[src/rtl/irq_vec_pkg.sv]
package irq_vec_pkg;

  localparam int VEC_W = 16;
  localparam int N_SRC = 5;

  // bit positions inside the synchronized request bundle
  localparam int B_TRAP = 4;
  localparam int B_R75  = 3;
  localparam int B_R65  = 2;
  localparam int B_R55  = 1;
  localparam int B_GEN  = 0;

  typedef enum logic [2:0] {
    SRC_NONE = 3'd0,
    SRC_TRAP = 3'd1,
    SRC_R75  = 3'd2,
    SRC_R65  = 3'd3,
    SRC_R55  = 3'd4,
    SRC_GEN  = 3'd5
  } src_e;

  localparam logic [VEC_W-1:0] VEC_TRAP = 16'h0024;
  localparam logic [VEC_W-1:0] VEC_R75  = 16'h003C;
  localparam logic [VEC_W-1:0] VEC_R65  = 16'h0034;
  localparam logic [VEC_W-1:0] VEC_R55  = 16'h002C;
  localparam logic [VEC_W-1:0] VEC_GEN  = 16'h0000;

  function automatic logic [VEC_W-1:0] vec_of(src_e s);
    case (s)
      SRC_TRAP: vec_of = VEC_TRAP;
      SRC_R75:  vec_of = VEC_R75;
      SRC_R65:  vec_of = VEC_R65;
      SRC_R55:  vec_of = VEC_R55;
      default:  vec_of = VEC_GEN;
    endcase
  endfunction

endpackage

[src/rtl/irq_sync.sv]
module irq_sync #(
  parameter int W      = 5,
  parameter int STAGES = 2
) (
  input  logic         clk,
  input  logic         rst_n,
  input  logic [W-1:0] d,
  output logic [W-1:0] q
);

  generate
    if (STAGES == 0) begin : g_bypass
      assign q = d;
    end else begin : g_chain
      logic [W-1:0] stage_q [STAGES];
      logic [W-1:0] stage_d [STAGES];

      for (genvar i = 0; i < STAGES; i++) begin : g_stage
        if (i == 0) begin : g_first
          assign stage_d[i] = d;
        end else begin : g_next
          assign stage_d[i] = stage_q[i-1];
        end

        always_ff @(posedge clk or negedge rst_n) begin
          if (!rst_n) stage_q[i] <= '0;
          else        stage_q[i] <= stage_d[i];
        end
      end

      assign q = stage_q[STAGES-1];
    end
  endgenerate

endmodule

[src/rtl/irq_capture.sv]
module irq_capture (
  input  logic clk,
  input  logic rst_n,
  input  logic trap_s,
  input  logic r75_s,
  input  logic trap_clr,
  input  logic r75_clr,
  output logic trap_live,
  output logic r75_pend
);

  logic trap_prev_q, r75_prev_q;
  logic trap_lat_q, trap_lat_d;
  logic r75_lat_q, r75_lat_d;
  logic trap_rise, r75_rise;

  assign trap_rise = trap_s & ~trap_prev_q;
  assign r75_rise  = r75_s & ~r75_prev_q;

  always_comb begin
    trap_lat_d = trap_lat_q;
    if (trap_rise)                trap_lat_d = 1'b1;
    else if (!trap_s || trap_clr) trap_lat_d = 1'b0;
  end

  // a fresh edge in the clearing cycle is kept
  always_comb begin
    r75_lat_d = r75_lat_q;
    if (r75_rise)     r75_lat_d = 1'b1;
    else if (r75_clr) r75_lat_d = 1'b0;
  end

  always_ff @(posedge clk or negedge rst_n) begin
    if (!rst_n) begin
      trap_prev_q <= 1'b0;
      r75_prev_q  <= 1'b0;
      trap_lat_q  <= 1'b0;
      r75_lat_q   <= 1'b0;
    end else begin
      trap_prev_q <= trap_s;
      r75_prev_q  <= r75_s;
      trap_lat_q  <= trap_lat_d;
      r75_lat_q   <= r75_lat_d;
    end
  end

  assign trap_live = trap_lat_q & trap_s;
  assign r75_pend  = r75_lat_q;

endmodule

[src/rtl/irq_arbiter.sv]
module irq_arbiter
  import irq_vec_pkg::*;
(
  input  logic             trap_live,
  input  logic             r75_pend,
  input  logic             r65_lvl,
  input  logic             r55_lvl,
  input  logic             gen_lvl,
  input  logic             ie,
  input  logic [2:0]       mask,
  output src_e             win,
  output logic [VEC_W-1:0] win_vec
);

  logic ok75, ok65, ok55, okgen;

  assign ok75  = ie & r75_pend & ~mask[2];
  assign ok65  = ie & r65_lvl  & ~mask[1];
  assign ok55  = ie & r55_lvl  & ~mask[0];
  assign okgen = ie & gen_lvl;

  always_comb begin
    if (trap_live)  win = SRC_TRAP;
    else if (ok75)  win = SRC_R75;
    else if (ok65)  win = SRC_R65;
    else if (ok55)  win = SRC_R55;
    else if (okgen) win = SRC_GEN;
    else            win = SRC_NONE;
  end

  assign win_vec = vec_of(win);

endmodule

[src/rtl/irq_vec_ctrl.sv]
module irq_vec_ctrl
  import irq_vec_pkg::*;
#(
  parameter int SYNC_STAGES = 2
) (
  input  logic             clk,
  input  logic             rst_n,
  input  logic             trap_in,
  input  logic             r75_in,
  input  logic             r65_in,
  input  logic             r55_in,
  input  logic             gen_req_in,
  input  logic             insn_boundary,
  input  logic             ie_set,
  input  logic             ie_clr,
  input  logic             cfg_wr,
  input  logic [2:0]       cfg_mask,
  input  logic             cfg_clr75,
  output logic             take,
  output logic [VEC_W-1:0] take_vec,
  output logic             take_gen,
  output logic             inta_n,
  output logic             ie_flag,
  output logic [2:0]       mask_q,
  output logic             r75_pend
);

  // reset: asserted asynchronously, released on the clock
  logic rst_meta_q, rst_int_n;
  always_ff @(posedge clk or negedge rst_n) begin
    if (!rst_n) begin
      rst_meta_q <= 1'b0;
      rst_int_n  <= 1'b0;
    end else begin
      rst_meta_q <= 1'b1;
      rst_int_n  <= rst_meta_q;
    end
  end

  logic [N_SRC-1:0] req_raw, req_s;
  assign req_raw[B_TRAP] = trap_in;
  assign req_raw[B_R75]  = r75_in;
  assign req_raw[B_R65]  = r65_in;
  assign req_raw[B_R55]  = r55_in;
  assign req_raw[B_GEN]  = gen_req_in;

  irq_sync #(.W(N_SRC), .STAGES(SYNC_STAGES)) u_sync (
    .clk   (clk),
    .rst_n (rst_int_n),
    .d     (req_raw),
    .q     (req_s)
  );

  src_e             win;
  logic [VEC_W-1:0] win_vec;
  logic             accept;
  logic             trap_live, r75_lat;
  logic             ie_q, ie_d;
  logic [2:0]       mask_r, mask_d;
  logic             take_q, take_d, gen_q, gen_d;
  logic [VEC_W-1:0] vec_q, vec_d;

  assign accept = insn_boundary & (win != SRC_NONE);

  irq_capture u_cap (
    .clk       (clk),
    .rst_n     (rst_int_n),
    .trap_s    (req_s[B_TRAP]),
    .r75_s     (req_s[B_R75]),
    .trap_clr  (accept & (win == SRC_TRAP)),
    .r75_clr   ((accept & (win == SRC_R75)) | cfg_clr75),
    .trap_live (trap_live),
    .r75_pend  (r75_lat)
  );

  irq_arbiter u_arb (
    .trap_live (trap_live),
    .r75_pend  (r75_lat),
    .r65_lvl   (req_s[B_R65]),
    .r55_lvl   (req_s[B_R55]),
    .gen_lvl   (req_s[B_GEN]),
    .ie        (ie_q),
    .mask      (mask_r),
    .win       (win),
    .win_vec   (win_vec)
  );

  always_comb begin
    ie_d = ie_q;
    if (ie_set)           ie_d = 1'b1;
    if (ie_clr || accept) ie_d = 1'b0;
    mask_d = cfg_wr ? cfg_mask : mask_r;
    take_d = accept;
    gen_d  = accept & (win == SRC_GEN);
    vec_d  = accept ? win_vec : '0;
  end

  always_ff @(posedge clk or negedge rst_int_n) begin
    if (!rst_int_n) begin
      ie_q   <= 1'b0;
      mask_r <= 3'b111;
      take_q <= 1'b0;
      gen_q  <= 1'b0;
      vec_q  <= '0;
    end else begin
      ie_q   <= ie_d;
      mask_r <= mask_d;
      take_q <= take_d;
      gen_q  <= gen_d;
      vec_q  <= vec_d;
    end
  end

  assign take     = take_q;
  assign take_gen = gen_q;
  assign take_vec = vec_q;
  assign inta_n   = ~gen_q;
  assign ie_flag  = ie_q;
  assign mask_q   = mask_r;
  assign r75_pend = r75_lat;

endmodule

[config.mk]
export PLATFORM = sky130hd
export DESIGN_NAME = irq_vec_ctrl
export DESIGN_NICKNAME = d
export VERILOG_FILES = /design/src/rtl/irq_vec_pkg.sv /design/src/rtl/irq_sync.sv /design/src/rtl/irq_capture.sv /design/src/rtl/irq_arbiter.sv /design/src/rtl/irq_vec_ctrl.sv
export SDC_FILE = /design/constraint.sdc
export NUM_CORES = 1
export LEC_CHECK = 0
export BUFFER_PORTS_ARGS = -buffer_cell sky130_fd_sc_hd__buf_2
export CAP_MARGIN = 20
export CORE_MARGIN = 2
export CORE_UTILIZATION = 45
export DETAILED_ROUTE_END_ITERATION = 7
export GPL_TIMING_DRIVEN = 0
export PLACE_DENSITY = 0.76
export SLEW_MARGIN = 20
export SYNTH_ARGS = -nofsm -noshare
export SYNTH_HDL_FRONTEND = slang
export SYNTH_SLANG_ARGS = --single-unit
[constraint.sdc]
create_clock -name clk -period 0.8 [get_ports clk]
set_input_delay 0.04 -clock clk [delete_from_list [all_inputs] [get_ports clk]]
set_output_delay 0.04 -clock clk [all_outputs]
set_load 0.01 [all_outputs]
==> impl_metrics.ini, run 1 <==
[clock_network]
cts_inserted_buffers = 3
h-tree-depth = 1
cts_max_path_buffers = 2
clock-sinks = 25
cts_tree = done
cts_root_buf = clkbuf_4
insertion_delay_ns = 0.30
clk_pin_slew_worst_paths_ns = 0.12

[placement]
place_inst = 136
hpwl_um = 1020
io_buffers = 26
place.gp.congestion = 0.772
place_area_um2 = 1160

[final_layout]
layout-drive-gt1-share_pct = 48.8
fin_area_um2 = 1400
stdcell_count = 156
layout.nets = 145
antennaDiodeCount = 0
syn_to_final_growth_pct = 49.7
fill_cells = 149

[timing]
max_freq_mhz = 889
drv_slew = 0
final_hold_viol_count = 0
finalSetupViolCount = 20
rsz0062_at_grt = yes
clock_skew_ns = 0.00123
min_period_over_period_pct = 141
post-route-min-period_ns = 1.12
setup_slack_ns = -0.324

[outcome]
violations = negative setup slack
status = finished, violations left

[global_routing]
grt_pass1_vias = 642
grt_pass1_wl_um = 2620
grt_max_degree = 24
antenna_found_initial = 0
grt_util_all_layers_pct = 14.2
gr-total-overflow = 0

[hold_path]
holdCritStartpoint = insn_boundary
whs_endpoint = take$_DFF_PN0_
holdPathStages = 2
hp-class = in -> reg

[detailed_routing]
drtAntennaViolNets = 0
top_layer_used = met4
route.met3.wl_um = 107
drt_first_pass_iters = 1
drt-total-wl_um = 1610
met2_length_um = 834
via_per_inst = 4.13
drc = 0
drt_iter0_drc = 0
met1_length_um = 650
wl_per_cell_um = 10.3
vias = 645

[yosys]
seq_area_frac_synth_pct = 67.2
synth_cell_types = 23
synth.avg_cell_area_um2 = 13.0
synth_common_cells = 22 x dfrtp_1, 13 x buf_4, 6 x nor2_1
synth_top_area_cell = dfrtp_1
synth_edf_count = 0
synth_ff_type = dfrtp_1
yosys-top-cells-area = dfrtp_1 59%, buf_4 10%, dfstp_2 8.4%
synth-seq-cells = 25
synth_cells = 72
synth_warnings = 0
async_reset_ff_share_pct = 100
syn_area_um2 = 937
synth_most_common_cell = dfrtp_1
yosysTopAreaCellShare_pct = 58.7

[pwr]
leakage_uw = 0.000711
ir_worst_vdd_mv = 1.31
power_density_nw_per_um2 = 1690

[die]
fp-row-count = 16
start_util_pct = 47.8
chipHeight_um = 49.6
die-area_um2 = 2460
core_area_um2 = 1960
pin_count = 39
die_x_um = 49.6

[setup_path]
critPathLaunchType = flip-flop
regToRegSetupSlack_ns = -0.32
reg2reg_to = take$_DFF_PN0_
crit_required_ns = 1.00
worstPathArrival_ns = 1.32
timing_worst_setup_path_type = reg -> reg
r2r_cells = 3
path_max_fanout = 3
cp-end-kind = flip-flop
worstReg2RegStart = mask_q[2]$_DFFE_PN1P_

[run]
drv_cap = 0
==> cells by family (layout without fill, tap and decap cells) <==
logic type / after synthesis / count (layout) / synth area share, %
AO/OA/AOI/OAI: 8 / 8 / 5.88
buffers and inverters: 16 / 62 / 11.6
flip-flops: 25 / 25 / 67.2
multiplexers: 3 / 3 / 3.60
other: 2 / 13 / 0.801
AND/OR/NAND/NOR: 18 / 18 / 10.9
==> layout make-up <==
| type | instances | area, um^2 | share of cell area (%) |
|---|---|---|---|
| tap | 27 | 33.8 | 2.41 |
| clock buffer | 4 | 26.3 | 1.87 |
| multi-input combinational | 42 | 289 | 20.6 |
| inverter | 3 | 11.3 | 0.803 |
| sequential | 25 | 631 | 45.0 |
| timing repair buffer | 42 | 310 | 22.1 |
| buffer | 13 | 101 | 7.23 |
==> where the power goes <==
part / switching, uW / internal (uW) / total [uW]
registers: 68.5 / 1350 / 1420
logic: 170 / 261 / 430
clock network: 327 / 194 / 521
total: 565 / 1810 / 2370
==> worst max path at each step <==
stage                                startpoint                   to  slack (ns)
after global placement    mask_q[0]$_DFFE_PN1P_       take$_DFF_PN0_       -0.33
after CTS                 mask_q[2]$_DFFE_PN1P_  ie_flag$_DFFE_PN0P_       -0.34
final                     mask_q[2]$_DFFE_PN1P_       take$_DFF_PN0_       -0.32
after floorplan           mask_q[0]$_DFFE_PN1P_       take$_DFF_PN0_       -0.30
after detailed placement  mask_q[0]$_DFFE_PN1P_       take$_DFF_PN0_       -0.38
after global routing      mask_q[2]$_DFFE_PN1P_       take$_DFF_PN0_       -0.38
==> critical path, cell delays in order, from the launching register on <==
cell	delay, ns
dfstp_2	0.58
nor2b_4	0.06
nor4_4	0.29
o2bb2ai_1	0.09
==> state kept, by name, summed over array words and instances, names as in the netlist <==
register	flops
ie_flag	1
mask_q	3
rst_int_n	1
rst_meta_q	1
take	1
take_gen	1
take_vec	3
u_cap.r75_pend	1
u_cap.r75_prev_q	1
u_cap.trap_lat_q	1
u_cap.trap_prev_q	1
u_sync.g_chain.stage_d	5
u_sync.q	5
==> stage by stage <==
step | hold WS (ns) | setup WS, ns | util (%) | setup TNS (ns) | total power, uW
finish | 0.0193 | -0.324 | 71.5 | -3.69 | 2370
global route | 0.00878 | -0.379 | 71.5 | -4.70 | 2510
CTS | 0.00102 | -0.342 | 69.8 | -3.72 | 2360
detailed placement | -0.174 | -0.375 | 59.2 | -4.78 | 1730
global placement | -0.174 | -0.332 | 59.2 | -3.60 | 1720
floorplan | -0.256 | -0.301 | - | -1.32 | 1620
==> cells in the final DEF, fill, tap and decap left out, types with 2 or more instances in the layout <==
cell,n
buf_6,7
mux2_4,2
clkbuf_4,3
conb_1,13
inv_1,3
buf_2,22
nor2_1,5
dfstp_2,3
dlygate4sd3_1,11
buf_4,15
dfrtp_1,21
nand2b_1,2
nor2b_2,2
==> per-layer routing <==
| metal | global-route usage [%] | vias to the layer above |
|---|---|---|
| met5 | 0 | - |
| met4 | 6.94 | 0 |
| met3 | 1.82 | 2 |
| met2 | 26.4 | 28 |
| met1 | 15.9 | 294 |
| li1 | - | 321 |
==> what timing repair did <==
| item | in CTS | in global routing |
|---|---|---|
| endpoints found under the hold margin | 12 | 0 |
| gates resized for setup | 8 | 7 |
| buffers inserted | 4 | 1 |
| setup endpoints to repair | 43 | 22 |
| hold buffers | 11 | 0 |
| pin swaps | 3 | 4 |
No activity file was read; power rests on OpenSTA's default activity.
==> inputs of run 2 (changes only) <==
Settings changed: RECOVER_POWER set to 25.
==> run 2 against run 1 <==
Against the previous run: the run still ends with negative setup slack left; hold slack is essentially flat; sequential power about the same; via count is the same; sequential cell count is the same; clock skew about the same; count of clock-buffer cells in the layout unchanged; non-clock buffer count did not move; setup slack barely moved; first-iteration DRC count is the same; combinational power hardly changed; register-to-register slack barely moved.
==> impl_metrics.ini, run 2 (synthesis gave the netlist of run 1 again) <==
[outcome]
status = finished, violations left
violations = negative setup slack

[global_routing]
antenna_found_initial = 0
grt_pass1_wl_um = 2620
gr-total-overflow = 0
grt_util_all_layers_pct = 14.2
grt_max_degree = 24
grt_pass1_vias = 642

[setup_path]
crit_required_ns = 1.00
worstPathArrival_ns = 1.32
timing_worst_setup_path_type = reg -> reg
r2r_cells = 3
path_cells = nor2b_4, nor4_4, o2bb2ai_1
worstReg2RegStart = mask_q[2]$_DFFE_PN1P_
critical-path-max-stage-delay_ns = 0.58
regToRegSetupSlack_ns = -0.32
path_max_fanout = 3
reg2reg_to = take$_DFF_PN0_
critPathSlowestCell = dfstp_2
critPathLaunchType = flip-flop
cp-end-kind = flip-flop

[placement]
place_inst = 136
dpl_worst_slack_ns = -0.375
place.gp.congestion = 0.772
hpwl_um = 1020
io_buffers = 26

[detailed_routing]
drt_first_pass_iters = 1
drt-total-wl_um = 1610
drc = 0
via_per_inst = 4.13
vias = 645
drt_iter0_drc = 0
wl_per_cell_um = 10.3
drtAntennaViolNets = 0

[run]
drv_cap = 0

[pwr]
power_density_nw_per_um2 = 1690
total_power_uw = 2370
leakage_uw = 0.000709
ir_worst_vdd_mv = 1.31

[clock_network]
cts_tree = done
cts_max_path_buffers = 2
insertion_delay_ns = 0.30
cts_root_buf = clkbuf_4
clk_pin_slew_worst_paths_ns = 0.12
h-tree-depth = 1
clock-sinks = 25
cts_inserted_buffers = 3

[die]
core_area_um2 = 1960
start_util_pct = 47.8
die_x_um = 49.6
pin_count = 39
fp-row-count = 16
die-area_um2 = 2460
chipHeight_um = 49.6

[final_layout]
final_core_util_pct = 71.4
syn_to_final_growth_pct = 49.5
layout-drive-gt1-share_pct = 48.1
stdcell_count = 156
final_cell_mix = 21 x dfrtp_1, 21 x buf_2, 15 x buf_4
fill_cells = 149
layout.nets = 145
antennaDiodeCount = 0

[timing]
hold_slack_ns = 0.0193
min_period_over_period_pct = 141
max_freq_mhz = 889
rsz0062_at_grt = yes
setup_slack_ns = -0.324
clock_skew_ns = 0.00116
drv_slew = 0
finalSetupViolCount = 20
post-route-min-period_ns = 1.12
final_hold_viol_count = 0

[hold_path]
whs_endpoint = take$_DFF_PN0_
hp-class = in -> reg
holdCritStartpoint = insn_boundary
holdPathStages = 2
run 2: cell types whose count changed in the layout (fill, tap and decap cells not counted), sizes merged:
cell / before / now
clkbuf: 4 / 5
buf: 44 / 43
run 2: report_power, final:
group	internal, uW	total [uW]	switching (uW)
logic	260	430	170
clock network	194	521	327
registers	1350	1420	68.5
total	1810	2370	565
run 2: critical path: cells and delay by family (launching register included):
family           cells  cell delay (ns)
AO/OA/AOI/OAI        1             0.09
flip-flops           1             0.58
AND/OR/NAND/NOR      2             0.35
run 2: worst max-delay path by stage:
stage	cells after the start	slack [ns]	from	to
2_1_floorplan	3	-0.30	mask_q[0]$_DFFE_PN1P_	take$_DFF_PN0_
3_3_place_gp	3	-0.33	mask_q[0]$_DFFE_PN1P_	take$_DFF_PN0_
3_5_place_dp	3	-0.38	mask_q[0]$_DFFE_PN1P_	take$_DFF_PN0_
4_1_cts	3	-0.34	mask_q[2]$_DFFE_PN1P_	ie_flag$_DFFE_PN0P_
5_1_grt	3	-0.38	mask_q[2]$_DFFE_PN1P_	take$_DFF_PN0_
6_report	3	-0.32	mask_q[2]$_DFFE_PN1P_	take$_DFF_PN0_
run 2: cell type report:
cell class	instances	area, um^2	area share [%]
buffer	13	101	7.23
clock buffer	4	26.3	1.88
inverter	3	11.3	0.804
multi-input combinational	42	289	20.6
sequential	25	631	45.0
tap	27	33.8	2.41
timing repair buffer	42	309	22.1
run 2: per-layer routing:
metal | share of wire (%) | track usage, % | wire, um
met5 | 0 | 0 | 0
met4 | 0.87 | 6.94 | 14
met3 | 6.7 | 1.82 | 107
met2 | 52 | 26.4 | 834
met1 | 40 | 15.9 | 650
run 2: timing repair:
action | CTS | global route
setup buffers | 4 | 1
resized for setup | 8 | 7
pin swaps | 3 | 4
hold buffers | 11 | 0
endpoints found under the setup margin | 43 | 22
hold endpoints to repair | 12 | 0
run 2: stage by stage:
stage                     instance area, um^2  TNS (ns)
final                                    1400     -3.69
after global routing                     1400     -4.70
after CTS                                1370     -3.72
after detailed placement                 1160     -4.78
after global placement                   1160     -3.60
after floorplan                           997     -1.32
==> inputs of run 3 (changes only) <==
Settings changed: REMOVE_ABC_BUFFERS set to 1.
==> run 3 against run 2 <==
Against the previous run: the flow still finishes with violations (negative setup slack); setup slack lost 0.036 ns; via count shrank 2.9%; design area shrank 5.2%; largest cell class unchanged; sequential power is essentially flat; first-iteration DRC count grew 5; global-route usage grew 0.15 points; fmax shrank 3.1%; largest power group unchanged; total power shrank 1.5%.
==> impl_metrics.ini, run 3 (synthesis gave the netlist of run 1 again) <==
[outcome]
status = finished, violations left
violations = negative setup slack

[setup_path]
cp-startpoint = mask_q[0]$_DFFE_PN1P_
critPathBufInv = 0
timing_worst_setup_path_type = reg -> reg
worstReg2RegStart = mask_q[0]$_DFFE_PN1P_
crit_family = flip-flops
critPathSlowestCell = dfstp_2
critical-path-max-stage-delay_ns = 0.58
worstPathArrival_ns = 1.42
path_max_fanout = 4
critPathLaunchType = flip-flop
path_cells = nor2b_4, nor4_4, o21a_1
crit_required_ns = 1.06
cp-end-kind = flip-flop

[placement]
place_area_um2 = 1040
place.gp.congestion = 0.821
io_buffers = 26
dpl_worst_slack_ns = -0.436
hpwl_um = 939

[timing]
final_hold_viol_count = 0
setup_slack_ns = -0.360
clock_skew_ns = 0.00108
rsz0062_at_grt = yes
setup_tns_ns = -5.33
relSlewSlack_pct = 42.5
drv_slew = 0
tightest_slew_ns = 0.863
post-route-min-period_ns = 1.16
min_period_over_period_pct = 145
max_freq_mhz = 862
finalSetupViolCount = 43

[pwr]
power_density_nw_per_um2 = 1760
ir_worst_vdd_mv = 1.42
leakage_uw = 0.000667

[global_routing]
gr-total-overflow = 0
antenna_found_initial = 0
grt_util_all_layers_pct = 14.4
grt_pass1_vias = 613
grt_max_degree = 24
grt_pass1_wl_um = 2590

[die]
fp-row-count = 16
start_util_pct = 47.8
die-area_um2 = 2460
pin_count = 39
chipHeight_um = 49.6
core_area_um2 = 1960
die_x_um = 49.6

[detailed_routing]
vias = 626
drtAntennaViolNets = 0
drt-total-wl_um = 1650
wl_per_cell_um = 11.2
drt_iter0_drc = 5
drc = 0
via_per_inst = 4.26
drt_first_pass_iters = 2

[clock_network]
cts_inserted_buffers = 3
h-tree-depth = 1
cts_tree = done
cts_max_path_buffers = 2
cts_root_buf = clkbuf_4
insertion_delay_ns = 0.31
clk_pin_slew_worst_paths_ns = 0.12
clock-sinks = 25

[final_layout]
layout.nets = 136
antennaDiodeCount = 0
layout-drive-gt1-share_pct = 44.2
fin_area_um2 = 1330
final_common_cell = buf_2
final_cell_mix = 24 x buf_2, 22 x dfrtp_1, 13 x conb_1, 13 x dlygate4sd3_1, 6 x buf_4
syn_to_final_growth_pct = 41.8
final_core_util_pct = 67.7

[hold_path]
hp-class = in -> reg
holdCritStartpoint = cfg_wr

[run]
drv_cap = 0
[run 3: cell count changes in the layout (fill, tap and decap cells not counted), sizes merged]
cell	delta
clkbuf	-2
dlygate4sd3	+2
clkinv	+1
buf	-10
[run 3: where the power goes]
group / switching (uW) / leakage [uW] / total [uW] / internal (uW)
Sequential: 70.0 / 0.000301 / 1420 / 1350
Clock: 339 / 0.0000177 / 525 / 187
Combinational: 167 / 0.000348 / 388 / 221
Total: 576 / 0.000667 / 2330 / 1760
[run 3: layout make-up]
cell class / instances / area [um^2]
inverters: 3 / 11.3
flip-flops and latches: 25 / 629
fillers: 145 / 633
well taps: 27 / 33.8
repair buffers: 46 / 329
clock inverters: 1 / 5.00
clock buffers: 3 / 22.5
multi-input cells: 42 / 298
[run 3: per-layer routing]
metal,track usage [%],routed length (um),vias up
met2,24.4,855,27
li1,-,-,302
met5,0,0,-
met4,9.72,25,0
met1,15.5,669,293
met3,3.94,98,4
[run 3: worst paths after layout]
check	endpoint	slack, ns	cells past startpoint
hold reg to reg	u_sync.q[2]$_DFF_PN0_	0.36	0
min in group asynchronous	u_cap.trap_lat_q$_DFFE_PN0P_	0.37	0
setup reg to reg	ie_flag$_DFFE_PN0P_	-0.36	3
hold / removal	mask_q[1]$_DFFE_PN1P_	0.04	2
setup / recovery	ie_flag$_DFFE_PN0P_	-0.36	3
max in group asynchronous	u_sync.q[1]$_DFF_PN0_	-0.09	0
[run 3: repair_timing]
action	in CTS	in global routing
setup buffers	6	1
hold endpoints to repair	14	2
hold buffers	12	1
endpoints found under the setup margin	42	45
gates resized for setup	11	7
pin swaps	7	3
[run 3: through the flow]
step,hold WS [ns],power (uW),std cells
6_report,0.0365,2330,147
5_1_grt,0.0237,2460,147
4_1_cts,0.00186,2310,145
3_5_place_dp,-0.173,1660,123
3_3_place_gp,-0.175,1650,123
2_1_floorplan,-0.256,1560,70
[run 3: worst register-to-register path, delay by kind of cell, from the launching register on]
| family | cells | cell delay (ns) |
|---|---|---|
| AOI/OAI and AO/OA | 1 | 0.15 |
| and+or+nand+nor | 2 | 0.38 |
| DFF | 1 | 0.58 |
